File: config.mk
export PLATFORM = sky130hd
export DESIGN_NAME = txint_delay_ctrl
export DESIGN_NICKNAME = d
export VERILOG_FILES = /design/src/rtl/txid_pkg.sv /design/src/rtl/txid_delay_reg.sv /design/src/rtl/txid_countdown.sv /design/src/rtl/txid_fsm.sv /design/src/rtl/txint_delay_ctrl.sv
export SDC_FILE = /design/constraint.sdc
export NUM_CORES = 1
export LEC_CHECK = 0
export BUFFER_PORTS_ARGS = -buffer_cell sky130_fd_sc_hd__buf_2
export CAP_MARGIN = 15
export CELL_PAD_IN_SITES_DETAIL_PLACEMENT = 1
export CELL_PAD_IN_SITES_GLOBAL_PLACEMENT = 2
export CORE_MARGIN = 1.5
export CORE_UTILIZATION = 30
export CTS_CLUSTER_DIAMETER = 80
export DETAILED_ROUTE_END_ITERATION = 7
export PLACE_DENSITY = 0.72
export SLEW_MARGIN = 25
export SYNTH_ARGS = -nofsm -noshare
export SYNTH_HDL_FRONTEND = slang
export SYNTH_SLANG_ARGS = --single-unit
File: constraint.sdc
create_clock -name clk -period 6.8 [get_ports clk]
set_clock_uncertainty 0.15 [all_clocks]
set_input_delay 1.7 -clock clk [delete_from_list [all_inputs] [get_ports clk]]
set_output_delay 1.7 -clock clk [all_outputs]
set_load 0.005 [all_outputs]
File: src/rtl/txid_pkg.sv
package txid_pkg;

    typedef enum logic [1:0] {
        ST_IDLE  = 2'd0,
        ST_ARMED = 2'd1,
        ST_FIRE  = 2'd2
    } txid_state_e;

endpackage

File: src/rtl/txid_delay_reg.sv
module txid_delay_reg #(
    parameter int unsigned DELAY_W     = 16,
    parameter int unsigned DELAY_RESET = 0
) (
    input  logic               clk,
    input  logic               rst_n,
    input  logic               we,
    input  logic [DELAY_W-1:0] wdata,
    output logic [DELAY_W-1:0] value
);

    localparam logic [DELAY_W-1:0] RST_VAL = DELAY_W'(DELAY_RESET);

    always_ff @(posedge clk or negedge rst_n) begin
        if (!rst_n) begin
            value <= RST_VAL;
        end else if (we) begin
            value <= wdata;
        end
    end

endmodule

File: src/rtl/txid_countdown.sv
module txid_countdown #(
    parameter int unsigned DELAY_W = 16
) (
    input  logic               clk,
    input  logic               rst_n,
    input  logic               load,
    input  logic [DELAY_W-1:0] load_val,
    input  logic               clear,
    input  logic               dec,
    output logic               last
);

    localparam logic [DELAY_W-1:0] ONE = DELAY_W'(1);

    logic [DELAY_W-1:0] count;

    always_ff @(posedge clk or negedge rst_n) begin
        if (!rst_n) begin
            count <= '0;
        end else if (load) begin
            count <= load_val;
        end else if (clear) begin
            count <= '0;
        end else if (dec && (count != '0)) begin
            count <= count - ONE;
        end
    end

    // the next decrement lands on (or already sits at) zero
    assign last = (count <= ONE);

endmodule

File: src/rtl/txid_fsm.sv
module txid_fsm
    import txid_pkg::*;
(
    input  logic clk,
    input  logic rst_n,
    input  logic ev_delayed,
    input  logic ev_immediate,
    input  logic tick,
    input  logic int_en,
    input  logic cnt_last,
    output logic cnt_load,
    output logic cnt_clear,
    output logic cnt_dec,
    output logic irq
);

    txid_state_e state_q, state_d;
    logic        expire;

    assign expire = (state_q == ST_ARMED) && tick && cnt_last
                    && !ev_delayed && !ev_immediate;

    always_comb begin
        state_d = state_q;
        unique case (state_q)
            ST_IDLE, ST_FIRE: begin
                if (ev_delayed) begin
                    state_d = ST_ARMED;
                end else if (ev_immediate) begin
                    state_d = int_en ? ST_FIRE : ST_IDLE;
                end else begin
                    state_d = ST_IDLE;
                end
            end
            ST_ARMED: begin
                if (ev_delayed) begin
                    state_d = ST_ARMED;
                end else if (ev_immediate || expire) begin
                    state_d = int_en ? ST_FIRE : ST_IDLE;
                end else begin
                    state_d = ST_ARMED;
                end
            end
            default: state_d = ST_IDLE;
        endcase
    end

    always_ff @(posedge clk or negedge rst_n) begin
        if (!rst_n) begin
            state_q <= ST_IDLE;
        end else begin
            state_q <= state_d;
        end
    end

    always_comb begin
        cnt_load  = ev_delayed;
        cnt_clear = ev_immediate || expire;
        cnt_dec   = (state_q == ST_ARMED) && tick && !ev_delayed && !ev_immediate;
        irq       = (state_q == ST_FIRE);
    end

endmodule

File: src/rtl/txint_delay_ctrl.sv
module txint_delay_ctrl #(
    parameter int unsigned DELAY_W     = 16,
    parameter int unsigned DELAY_RESET = 0
) (
    input  logic               clk,
    input  logic               rst_n,
    input  logic               delay_we,
    input  logic [DELAY_W-1:0] delay_wdata,
    input  logic               wb_valid,
    input  logic               wb_rs,
    input  logic               wb_ide,
    input  logic               wb_int_en,
    input  logic               tick,
    output logic               irq_pulse
);

    logic [DELAY_W-1:0] delay_val;
    logic               ev_delayed;
    logic               ev_immediate;
    logic               cnt_load;
    logic               cnt_clear;
    logic               cnt_dec;
    logic               cnt_last;

    assign ev_delayed   = wb_valid && wb_rs && wb_ide;
    assign ev_immediate = wb_valid && wb_rs && !wb_ide;

    txid_delay_reg #(
        .DELAY_W    (DELAY_W),
        .DELAY_RESET(DELAY_RESET)
    ) u_delay (
        .clk  (clk),
        .rst_n(rst_n),
        .we   (delay_we),
        .wdata(delay_wdata),
        .value(delay_val)
    );

    txid_countdown #(
        .DELAY_W(DELAY_W)
    ) u_cnt (
        .clk     (clk),
        .rst_n   (rst_n),
        .load    (cnt_load),
        .load_val(delay_val),
        .clear   (cnt_clear),
        .dec     (cnt_dec),
        .last    (cnt_last)
    );

    txid_fsm u_fsm (
        .clk         (clk),
        .rst_n       (rst_n),
        .ev_delayed  (ev_delayed),
        .ev_immediate(ev_immediate),
        .tick        (tick),
        .int_en      (wb_int_en),
        .cnt_last    (cnt_last),
        .cnt_load    (cnt_load),
        .cnt_clear   (cnt_clear),
        .cnt_dec     (cnt_dec),
        .irq         (irq_pulse)
    );

endmodule

==> results of run 1 <==
## cell families after synthesis
| group | after synthesis | synth area share (%) |
|---|---|---|
| mux | 16 | 9.89 |
| flops | 34 | 46.7 |
| buf+inv | 14 | 3.64 |
| simple gates | 62 | 17.7 |
| compound gates | 55 | 20.1 |
| fa+ha+maj | 3 | 2.06 |
## layout make-up
type / count / share of cell area, %
multi-input cells: 136 / 43.3
flip-flops and latches: 34 / 40.7
repair buffers: 26 / 6.46
well taps: 75 / 4.49
clock buffers: 7 / 4.13
inverters: 4 / 0.718
clock inverters: 1 / 0.239
## power breakdown
part	total (mW)	switching, mW	internal, mW
sequential	0.271	0.0366	0.235
clock	0.158	0.0763	0.0817
combinational	0.132	0.0740	0.0576
## sequential cells by signal, summed over array words and instances (netlist names)
| signal | cells |
|---|---|
| u_cnt.count | 16 |
| u_delay.value | 16 |
| u_fsm.state_q | 2 |
## metrics by stage
stage,util (%),hold WS [ps],std cells
2_1_floorplan,-,296,184
3_3_place_gp,34.0,318,275
3_5_place_dp,34.0,340,275
4_1_cts,35.5,352,283
5_1_grt,35.5,377,283
6_report,35.5,343,283
## per-layer routing
metal | up-vias | wire (um) | track usage (%)
li1 | 730 | - | -
met1 | 775 | 2390 | 24.1
met2 | 21 | 2080 | 24.1
met3 | 4 | 126 | 2.47
met4 | 0 | 67 | 7.76
met5 | - | 0 | 0
## cells in the final DEF, fill, tap and decap left out, types with 3 or more instances in the layout
cell type | Yosys | final
nand2_1 | 23 | 23
nor2_1 | 11 | 11
inv_1 | 4 | 4
o21a_1 | 3 | 3
dfrtp_1 | 34 | 34
nor4_1 | 5 | 5
buf_2 | 2 | 24
ha_1 | 3 | 3
mux2_2 | 16 | 16
or4_1 | 3 | 3
nor3_1 | 5 | 5
a22oi_1 | 5 | 5
o21ai_0 | 15 | 15
clkbuf_8 | 0 | 6
a21oi_1 | 12 | 12
## critical path, stage by stage
cell,delay (ps)
buf_2,90
nand2_1,110
nand3_1,130
a2bb2oi_1,760
o21ai_0,200
a221o_1,340
## worst paths after layout
check                                                   from                           to  slack (ps)  cells past startpoint
worst max register to register    u_cnt.count[4]$_DFFE_PN0P_  u_cnt.count[15]$_DFFE_PN0P_        4090                      5
max in group asynchronous                              rst_n   u_cnt.count[9]$_DFFE_PN0P_        4640                      1
worst max-delay path                                   wb_rs  u_cnt.count[15]$_DFFE_PN0P_        3480                      6
worst min register to register  u_delay.value[2]$_DFFE_PN0P_   u_cnt.count[2]$_DFFE_PN0P_         340                      2
worst min-delay path            u_delay.value[2]$_DFFE_PN0P_   u_cnt.count[2]$_DFFE_PN0P_         340                      2
min in group asynchronous                              rst_n   u_cnt.count[0]$_DFFE_PN0P_        1340                      1
==> out/qor.yml, run 1 <==
grt:
  grtUsageTotal_pct: 16.6
  antenna_found_initial: 0
  grt_pass1_vias: 1513
  grt_pass1_wl_um: 8070
  grt_max_degree: 35
  grt_overflow_total: 0
finish:
  fin_area_sq_um: 2090
  multiInputGateArea_sq_um: 905
  drive_gt1_share_pct: 26.9
  fillers: 698
  finalNetCount: 234
  seq_area_sq_um: 851
  area_growth_pct: 14.8
  antenna_cells: 0
synthesis:
  synthCells: 184
  synth_flop_cell: "dfrtp_1"
  yosys.cell_types.count: 43
  synth_top_cell_area_share_pct: 46.7
  ys_ff_latch: 34
  postSynth.asyncResetShare_pct: 100
  synth_area_leaders: "dfrtp_1, mux2_2, nand2_1"
  netlist.top_cell.by_area: "dfrtp_1"
  yosysSeqAreaShare_pct: 46.7
  synth_edf_count: 0
  synth_fp_nets: 211
  syn_area_per_cell_sq_um: 9.90
  synth.most_common_cell: "dfrtp_1"
  synth_warnings: 0
  synthTopCellsByCount: "dfrtp_1, nand2_1, mux2_2, o21ai_0, a21oi_1"
  netlist_area_sq_um: 1820
die:
  start_util_pct: 31.0
  die_y_um: 80.9
  chipWidth_um: 80.9
  core_area_sq_um: 5890
  ioPinCount: 25
  row_count: 28
  dieArea_sq_um: 6550
worst_setup_path:
  required_ps: 6820
  crit_path_end_kind: "register"
  cp_max_fo: 11
  crit_type: "input pin to register"
  startpoint_type: "input pin"
  worstPathArrival_ps: 3340
drt:
  drt-pass1-iter-count: 4
  drt_wl_total_um: 4660
  vias_per_cell: 5.41
  num_vias: 1530
  post_drt_wl_per_cell_um: 16.5
  ant_nets: 0
  drc: 0
  drt-initial-drc-count: 85
timing:
  fin_crit_ps: 3320
  setup-violations-final: 0
  slew_viol_final: 0
  worst_slew_pin_slew_ps: 942
  relSlewSlack_pct: 37.0
  finalCritPeriodShare_pct: 48.8
  rsz0062_at_grt: "no"
  hold_viol_final: 0
  max_freq_ghz: 0.301
  finalSetupTns_ps: 0
  setup_ws_ps: 3480
place:
  post-dp-hpwl_um: 3290
  io_buffers: 24
  gp_congestion: 0.724
  post_dp_cell_area_sq_um: 2000
  preCtsSetupSlack_ps: 3170
run:
  drv_cap: 0
hold_path:
  hp-class: "register to register"
clock_network:
  cts.sinks: 34
  clock_path_buffers: 2
  cts_hold_buffers: 0
  cts_root_buf: "clkbuf_8"
  numCtsBuffers: 5
  cts_tree: "done"
  clkTransAtPathRegs_ps: 80
  cts_resized: 0
  clkLatencyLatePin_ps: 290
  cts_max_level: 2
  cts_setup_buffers: 0
outcome:
  status: "completed"
power_and_ir_drop:
  p_total_mw: 0.561
  peakVddDrop_uv: 142
  powerDensity_nw_per_um2: 268
  leakage_nw: 0.912
No activity file was read; power rests on OpenSTA's default activity.
==> inputs of run 2 (changes only) <==
Settings changed: PLACE_DENSITY 0.72 to 0.74.
Clock period 6.8 ns to 2.9 ns, I/O delays scaled along.
==> run 2 against run 1 <==
  * Utilization is 0.70 points higher
  * Wire length is 2.6% lower
  * Non-clock buffer count is 5 higher
  * Register-to-register slack worse by 3700 ps
  * Global-route usage is 1.0 points lower
  * Flip-flop and latch count stayed put
  * Clock-buffer cell count is 1 lower
  * Clock power is 140% higher
  * Die area stayed put
  * Sequential share of layout area is 0.79 points lower
  * Largest power group unchanged
==> out/qor.yml, run 2 (synthesis gave the netlist of run 1 again) <==
finish:
  layout_commonest_cell: "dfrtp_1"
  top_regs: "u_cnt.count: 16 flops, u_delay.value: 16 flops, u_fsm.state_q: 2 flops"
  finalNetCount: 239  # +2.1%
  utilization_pct: 36.2  # +0.70 points
  final_cell_mix: "dfrtp_1, buf_2, nand2_1"
  drive_gt1_share_pct: 29.1  # +2.2 points
  area_growth_pct: 17.0
  fillers: 695  # -0.43%
  antenna_cells: 0  # unchanged
timing:
  finalCritPeriodShare_pct: 88.0
  fin_crit_ps: 2550
  finalSetupTns_ps: 0  # unchanged
  hold_viol_final: 0  # unchanged
  max_freq_ghz: 0.392
  setup-violations-final: 0  # unchanged
  relSlewSlack_pct: 46.8  # +9.9 points
  hold_ws_ps: 339  # -4.11 ps
  slew_viol_final: 0  # unchanged
  worst_slew_pin_slew_ps: 797  # -145 ps
  rsz0062_at_grt: "no"
drt:
  post_drt_wl_per_cell_um: 15.7  # -4.3%
  ant_nets: 0  # unchanged
  drt-pass1-iter-count: 4  # unchanged
  num_vias: 1512  # -1.2%
  drt_wl_total_um: 4530  # -2.6%
  drt-initial-drc-count: 68  # -20%
  vias_per_cell: 5.25  # -2.9%
  drc: 0  # unchanged
worst_setup_path:
  cp_max_fo: 7  # -4
  worstPathArrival_ps: 2630  # -710 ps
  cp.buffers_inverters: 0  # -1
  crit_top_cell: "or4_1"
  required_ps: 2980  # -3840 ps
  critPathMaxStageDelay_ps: 640  # -120 ps
  crit_family: "simple AND/OR/NAND/NOR gates"
  startpoint_type: "register"
  crit_type: "register to register"
  crit_path_end_kind: "register"
  cp_cell_sequence: "or4_1 -> or4_1 -> or4_4 -> nor3_2 -> a221o_1"
  slowest_stage: "or4_1"
clock_network:
  cts_tree: "done"
  cts_setup_buffers: 0  # unchanged
  cts_resized: 0  # unchanged
  cts.sinks: 34  # unchanged
  clkTransAtPathRegs_ps: 70  # about the same
  clkLatencyLatePin_ps: 290  # about the same
  numCtsBuffers: 5  # unchanged
  cts_hold_buffers: 0  # unchanged
  cts_root_buf: "clkbuf_8"
  clock_path_buffers: 2  # unchanged
  cts_max_level: 2  # unchanged
power_and_ir_drop:
  peakVddDrop_uv: 349  # +150%
  leakage_nw: 0.936  # +2.7%
  p_total_mw: 1.33  # +140%
  powerDensity_nw_per_um2: 623  # +130%
grt:
  grtUsageTotal_pct: 15.6  # -1.0 points
  grt_pass1_wl_um: 7650  # -5.2%
  grt_pass1_vias: 1511  # -0.13%
  grt_overflow_total: 0  # unchanged
  grt_max_degree: 35  # unchanged
  antenna_found_initial: 0  # unchanged
run:
  drv_cap: 0  # unchanged
place:
  io_buffers: 24  # unchanged
  gp_congestion: 0.755  # +4.3%
  post-dp-hpwl_um: 3340  # +1.4%
die:
  start_util_pct: 31.0  # unchanged
  die_y_um: 80.9  # unchanged
  core_area_sq_um: 5890  # unchanged
  row_count: 28  # unchanged
  chipWidth_um: 80.9  # unchanged
  dieArea_sq_um: 6550  # unchanged
  ioPinCount: 25  # unchanged
outcome:
  status: "completed"
hold_path:
  hp-class: "register to register"
[run 2: cell count changes in the layout (fill, tap and decap cells not counted)]
cell,previous run,this run
buf_4,2,7
clkbuf_1,1,0
clkinvlp_4,0,1
[run 2: worst register-to-register path: cells and delay by family (launching register included)]
family / cells / cell delay (ps)
simple gates: 4 / 1780
compound gates: 1 / 120
flops: 1 / 440
[run 2: final cells by class]
cell class,instances,area [sq um],area share [%]
clock inverter,2,12.5,0.587
inverter,4,15.0,0.704
sequential,34,851,39.9
clock buffer,6,82.6,3.87
timing repair buffer,31,173,8.10
multi-input combinational,136,905,42.4
tap,75,93.8,4.40
[run 2: final timing paths]
kind                                           endpoint                    startpoint  depth (start not counted)  slack (ps)
max                         u_cnt.count[15]$_DFFE_PN0P_    u_cnt.count[2]$_DFFE_PN0P_                          5         350
min reg2reg                  u_cnt.count[3]$_DFFE_PN0P_  u_delay.value[3]$_DFFE_PN0P_                          2         340
max in group asynchronous  u_delay.value[9]$_DFFE_PN0P_                         rst_n                          1        1730
min in group asynchronous  u_delay.value[1]$_DFFE_PN0P_                         rst_n                          1         370
max reg2reg                 u_cnt.count[15]$_DFFE_PN0P_    u_cnt.count[2]$_DFFE_PN0P_                          5         350
min                          u_cnt.count[3]$_DFFE_PN0P_  u_delay.value[3]$_DFFE_PN0P_                          2         340
[run 2: metal layers]
layer  part of all wire (%)  GRT usage (%)
met5                      0              0
met4                    1.1           4.66
met3                    3.0           3.71
met2                     47           24.8
met1                     49           21.1
[run 2: where the power goes]
part	internal (mW)	leakage [nW]	switching, mW
Clock	0.191	0.0472	0.181
Sequential	0.550	0.418	0.0845
Combinational	0.146	0.471	0.176
[run 2: stage by stage]
| step | setup WS (ps) | instance area [sq um] | std cells |
|---|---|---|---|
| final | 347 | 2130 | 288 |
| after global routing | 243 | 2130 | 288 |
| after CTS | 357 | 2130 | 288 |
| after detailed placement | 361 | 2040 | 280 |
| after global placement | 429 | 2040 | 280 |
| after floorplan | 509 | 1820 | 184 |
